$ cat src/rtl/vc_pkg.sv
package vc_pkg;

    localparam int ADDR_W    = 32;
    localparam int CTRL_W    = 32;
    localparam int SLOT_BITS = 3;
    localparam int SLOTS     = 1 << SLOT_BITS;
    localparam int ALIGN_BITS = SLOT_BITS + 2;
    localparam int NS_LSB    = 24;

    typedef enum logic [SLOT_BITS-1:0] {
        EXC_NONE  = 3'd0,
        EXC_UNDEF = 3'd1,
        EXC_SVC   = 3'd2,
        EXC_PABT  = 3'd3,
        EXC_DABT  = 3'd4,
        EXC_RSVD  = 3'd5,
        EXC_IRQ   = 3'd6,
        EXC_FIQ   = 3'd7
    } exc_kind_e;

    typedef struct packed {
        logic      hit;
        exc_kind_e kind;
    } slot_match_t;

    // Slots 0 (reset) and 5 (unused) can never be caught.
    function automatic logic slot_catchable(input int s);
        return !(s == 0 || s == 5);
    endfunction

endpackage

$ cat src/rtl/vc_window_match.sv
module vc_window_match
    import vc_pkg::*;
#(
    parameter int AW    = ADDR_W,
    parameter int ALIGN = ALIGN_BITS
) (
    input  logic          fetch_valid,
    input  logic [AW-1:0] fetch_addr,
    input  logic [AW-1:0] vec_base,
    output slot_match_t   match
);
    localparam int SB = ALIGN - 2;

    logic base_aligned;
    logic same_window;
    logic word_aligned;

    always_comb begin
        base_aligned = (vec_base[ALIGN-1:0] == '0);
        same_window  = (fetch_addr[AW-1:ALIGN] == vec_base[AW-1:ALIGN]);
        word_aligned = (fetch_addr[1:0] == 2'b00);
        match.hit    = fetch_valid && base_aligned && same_window && word_aligned;
        match.kind   = exc_kind_e'(fetch_addr[ALIGN-1:2]);
    end

    initial begin
        assert (SB == SLOT_BITS) else $error("slot width mismatch");
    end
endmodule

$ cat src/rtl/vc_enable_select.sv
module vc_enable_select
    import vc_pkg::*;
#(
    parameter int CW     = CTRL_W,
    parameter int NSB    = NS_LSB,
    parameter int NSLOTS = SLOTS
) (
    input  logic [CW-1:0]     catch_ctrl,
    input  logic              nonsecure,
    input  logic              top_level_present,
    output logic [NSLOTS-1:0] slot_en
);
    logic use_ns_group;
    assign use_ns_group = top_level_present && nonsecure;

    for (genvar s = 0; s < NSLOTS; s++) begin : g_slot
        if (slot_catchable(s)) begin : g_live
            assign slot_en[s] = use_ns_group ? catch_ctrl[NSB + s] : catch_ctrl[s];
        end else begin : g_dead
            assign slot_en[s] = 1'b0;
        end
    end
endmodule

$ cat src/rtl/vector_catch.sv
module vector_catch
    import vc_pkg::*;
(
    input  logic                 clk,
    input  logic                 rst,
    input  logic                 fetch_valid,
    input  logic [ADDR_W-1:0]    fetch_addr,
    input  logic [ADDR_W-1:0]    vec_base,
    input  logic                 nonsecure,
    input  logic                 top_level_present,
    input  logic [CTRL_W-1:0]    catch_ctrl,
    output logic                 catch_pulse,
    output logic [SLOT_BITS-1:0] catch_kind
);
    slot_match_t      match;
    logic [SLOTS-1:0] slot_en;
    slot_match_t      next_q, cur_q;

    vc_window_match #(.AW(ADDR_W), .ALIGN(ALIGN_BITS)) u_window (
        .fetch_valid (fetch_valid),
        .fetch_addr  (fetch_addr),
        .vec_base    (vec_base),
        .match       (match)
    );

    vc_enable_select #(.CW(CTRL_W), .NSB(NS_LSB), .NSLOTS(SLOTS)) u_enable (
        .catch_ctrl        (catch_ctrl),
        .nonsecure         (nonsecure),
        .top_level_present (top_level_present),
        .slot_en           (slot_en)
    );

    always_comb begin
        next_q.hit  = match.hit && slot_en[match.kind];
        next_q.kind = next_q.hit ? match.kind : EXC_NONE;
    end

    always_ff @(posedge clk) begin
        if (rst) begin
            cur_q.hit  <= 1'b0;
            cur_q.kind <= EXC_NONE;
        end else begin
            cur_q <= next_q;
        end
    end

    assign catch_pulse = cur_q.hit;
    assign catch_kind  = cur_q.kind;

    // reset leaves the output idle
    assert_reset_idle_R1: assert property (@(posedge clk)
        $past(rst) |-> (!catch_pulse && catch_kind == 3'd0));

    // code is zero while no pulse
    assert_kind_idle_R9: assert property (@(posedge clk) disable iff (rst)
        !catch_pulse |-> catch_kind == 3'd0);

    // a pulse needs a valid fetch one cycle earlier
    assert_needs_fetch_R7: assert property (@(posedge clk) disable iff (rst)
        catch_pulse |-> $past(fetch_valid));

    // reserved slots never reported
    assert_no_reserved_R6: assert property (@(posedge clk) disable iff (rst)
        catch_pulse |-> (catch_kind != 3'd0 && catch_kind != 3'd5));

    // base must have been table aligned
    assert_aligned_base_R8: assert property (@(posedge clk) disable iff (rst)
        catch_pulse |-> ($past(vec_base[ALIGN_BITS-1:0]) == '0));

    // non-secure split layout uses the upper group
    assert_ns_group_R4: assert property (@(posedge clk) disable iff (rst)
        (catch_pulse && $past(top_level_present) && $past(nonsecure)) |->
        ((($past(catch_ctrl) >> (NS_LSB + int'(catch_kind))) & 32'd1) != 32'd0));

    // other modes use the low group
    assert_low_group_R3: assert property (@(posedge clk) disable iff (rst)
        (catch_pulse && !($past(top_level_present) && $past(nonsecure))) |->
        ((($past(catch_ctrl) >> int'(catch_kind)) & 32'd1) != 32'd0));
endmodule

$ cat config.mk
export PLATFORM = sky130hd
export DESIGN_NAME = vector_catch
export DESIGN_NICKNAME = d
export VERILOG_FILES = /design/src/rtl/vc_pkg.sv /design/src/rtl/vc_window_match.sv /design/src/rtl/vc_enable_select.sv /design/src/rtl/vector_catch.sv
export SDC_FILE = /design/constraint.sdc
export NUM_CORES = 1
export LEC_CHECK = 0
export CAP_MARGIN = 10
export CORE_MARGIN = 1
export CORE_UTILIZATION = 22
export CTS_CLUSTER_DIAMETER = 200
export CTS_CLUSTER_SIZE = 40
export DETAILED_ROUTE_END_ITERATION = 10
export PLACE_DENSITY = 0.8
export SYNTH_ARGS = -nofsm -noshare
export SYNTH_HDL_FRONTEND = slang
export SYNTH_HIERARCHICAL = 1
export SYNTH_SLANG_ARGS = --single-unit
export TNS_END_PERCENT = 20
$ cat constraint.sdc
create_clock -name clk -period 2.28 [get_ports clk]
set_clock_uncertainty 0.2 [all_clocks]
set_input_delay 0.228 -clock clk [delete_from_list [all_inputs] [get_ports clk]]
set_output_delay 0.228 -clock clk [all_outputs]
set_load 0.02 [all_outputs]
==> impl_summary.txt <==
----------------------------------------------------
[STA]
  Hold violation total from the final report ... 0
  Min Clock Period, post-route ... just over 2 ns
  Achievable frequency ... 0.488 GHz
  Total count of max-transition violations in the final report ... 0
  Setup violators final ... 0
  RSZ-0062 raised after global routing ... false
  Worst path setup slack after routing ... 0.231 ns
  Final worst path period share ... 89.9%

[Critical path]
  Path type of the worst setup path ... in -> reg
  Number of buffers and inverters on the critical path ... 1
  Peak per-stage delay on the critical path ... 0.41 ns
  Arrival @ worst endpoint ... 1.99 ns
  Endpoint kind of the worst setup timing path ... register
  Critical path's slowest cell ... sky130_fd_sc_hd__clkdlybuf4s50_1
  Max Fanout on Critical Path ... 3
  Critical path required time ... 2.22 ns
  Critical path launch point type ... input pin
  Category of cells accounting for the largest share of critical-path delay ... simple AND/OR/NAND/NOR gates
  CP Cell Sequence ... clkdlybuf4s50_1 -> xor2_1 -> nor4_1 -> nand3_1 -> nor4_2 -> nor2b_4 -> o31ai_1 -> nor3_1

[Synthesis]
  Number of flops mapped to enable cells by yosys ... 0
  Cell with the most instances after synthesis ... sky130_fd_sc_hd__xor2_1
  Synth top area share ... 25.3%
  Most used DFF post-synth ... sky130_fd_sc_hd__dfxtp_1
  Library cells used by synthesis ... 23
  Share of synthesized area occupied by flip-flops and latches ... between 10% and 20%
  Library cell with the largest summed area after synthesis ... sky130_fd_sc_hd__xor2_1
  Register bit count reported by yosys ... 4
  Number of warnings issued by yosys ... 6
  Number of standard cells after synthesis ... 71
  Per-instance average area after synthesis ... approximately 9.3 µm²
  Synth area leaders ... sky130_fd_sc_hd__xor2_1 25%, sky130_fd_sc_hd__mux2_4 14%, sky130_fd_sc_hd__dfxtp_1 12%, sky130_fd_sc_hd__xnor2_1 11%, sky130_fd_sc_hd__buf_4 5.7%
  Cell area after synthesis ... roughly 660 µm²
  Commonest cells post-synth ... 19 x sky130_fd_sc_hd__xor2_1, 8 x sky130_fd_sc_hd__xnor2_1, 6 x sky130_fd_sc_hd__mux2_4, 5 x sky130_fd_sc_hd__buf_4, 5 x sky130_fd_sc_hd__nor4_1
  Synth async-reset ratio ... 0%

[Final layout]
  Share of layout cells above drive strength 1 ... 11.7%
  Number of diodes ... 0
  Area added between synthesis and finish ... 135%
  Post-layout utilization of the core ... 55.1%
  Final #Nets ... 257

[Floorplanning]
  Number of top-level design ports ... 105
  Standard-cell rows ... 19
  Effective utilization at floorplan ... roughly a quarter
  Die ar. ... about 3200 µm²
  Die boundary width ... 56.7 µm
  Die outline height ... 56.7 µm
  Floorplan core area ... 2810 µm²

[Placement]
  IO buf count ... 84
  Final HPWL from detailed placement ... 2100 µm
  Place WS ... -0.267 ns
  GPL Wtd Cong ... 0.705

[GRT]
  Number of global-route vias before repair ... 915
  First-pass GRT wire length ... 3630 µm
  Global-route total usage across every layer ... 14.8%
  Remaining global-route overflow ... 0
  Initial antenna violation count ... 0
  Maximum number of pins on one net before global-route repair ... 7

[Clocking]
  Clock Path Buffers ... 2
  TritonCTS clock tree ... built
  H-tree lvl count ... 1
  Inserted Clock Buffers ... 3
  Clock tree sinks ... 4
  Number of buffers added for setup after CTS ... 0
  Clock transition at path regs ... 0.04 ns
  Root Buffer ... sky130_fd_sc_hd__clkbuf_4
  Number of buffers inserted by hold repair at cts ... 0

[Outcome]
  Status ... finished with violations
  Violations in the final reports ... DRC

[Route]
  Vias per Instance ... ~4.5
  WL final ... 2230 µm
  Post-detailed-route count of antenna-violating nets ... 0
  Final routed DRC violation total ... 11
  Number of DRC markers in iteration 0 ... 23
  Wirelength per Cell ... 12.0 µm
  Iteration count of the initial detailed-routing pass ... 7
  Via count of the routed design ... 824

[Pwr]
  Worst vdd ir ... between 100 and 150 µV
  Leakage component of the power ... 0.586 nW
  Power per cell area ... around 250 nW/µm²

[Job]
  Max Cap Violations ... 0

[Hold path]
  Hold WC Path Type ... in -> reg

----------------------------------------------------
[logic make-up after synthesis]
logic type,after synthesis,synth area share (%)
mux,10,22.2
simple gates,20,19.8
compound gates,3,3.04
flops,4,12.2
buf+inv,6,6.27
xor+xnor,27,35.9
other cells,1,0.570
[worst paths after layout]
path	startpoint	endpoint	slack, ns	depth (start not counted)
worst max-delay path	vec_base[26]	catch_kind[0]	0.23	8
worst min-delay path	fetch_addr[4]	catch_kind[2]	0.50	2
[routing by layer]
metal / share of wire, % / vias up / GRT usage (%)
met2: 57 / 44 / 30.8
met4: 0 / 0 / 4.29
met5: 0 / - / 0
met1: 34 / 367 / 13.1
li1: - / 413 / -
met3: 8.5 / 0 / 4.38
[state kept, by name, summed over array words and instances, names as in the netlist]
register	count
catch_pulse	1
catch_kind	3
[stage by stage]
stage	instances	cell area (µm²)	hold slack, ns	setup TNS (ns)	total power (W)
2_1_floorplan	72	662	0.233	0	0.000148
3_3_place_gp	182	1500	0.724	-0.237	0.000292
3_5_place_dp	182	1500	0.733	-0.715	0.000298
4_1_cts	185	1530	0.492	0	0.000386
5_1_grt	185	1550	0.494	0	0.000416
6_report	185	1550	0.498	0	0.000383
[cells in the final DEF, fill, tap and decap left out, types with 4 or more instances in the layout]
master,Yosys,routed
sky130_fd_sc_hd__dfxtp_1,4,4
sky130_fd_sc_hd__clkdlybuf4s50_1,0,84
sky130_fd_sc_hd__xnor2_1,8,8
sky130_fd_sc_hd__xor2_1,19,19
sky130_fd_sc_hd__mux2_4,6,6
[what timing repair did]
action / CTS / global route
setup endpoints to repair: 2 / 2
resized for setup: 1 / 3
endpoints found under the hold margin: 0 / 0
pin swaps: 0 / 1
[power breakdown]
group,switching (W),total (W),internal [W]
combinational,0.0000610,0.000229,0.000168
sequential,0.000000000000000439,0.0000704,0.0000704
clock,0.0000245,0.0000831,0.0000586
[final cells by class]
class	count	area (µm²)
Clock buffer	3	22.5
Fill cell	261	1260
Inverter	1	3.75
Multi-Input combinational cell	62	561
Sequential cell	4	80.1
Tap cell	31	38.8
Timing Repair Buffer	84	841
Power figures use the tool's default switching activity.
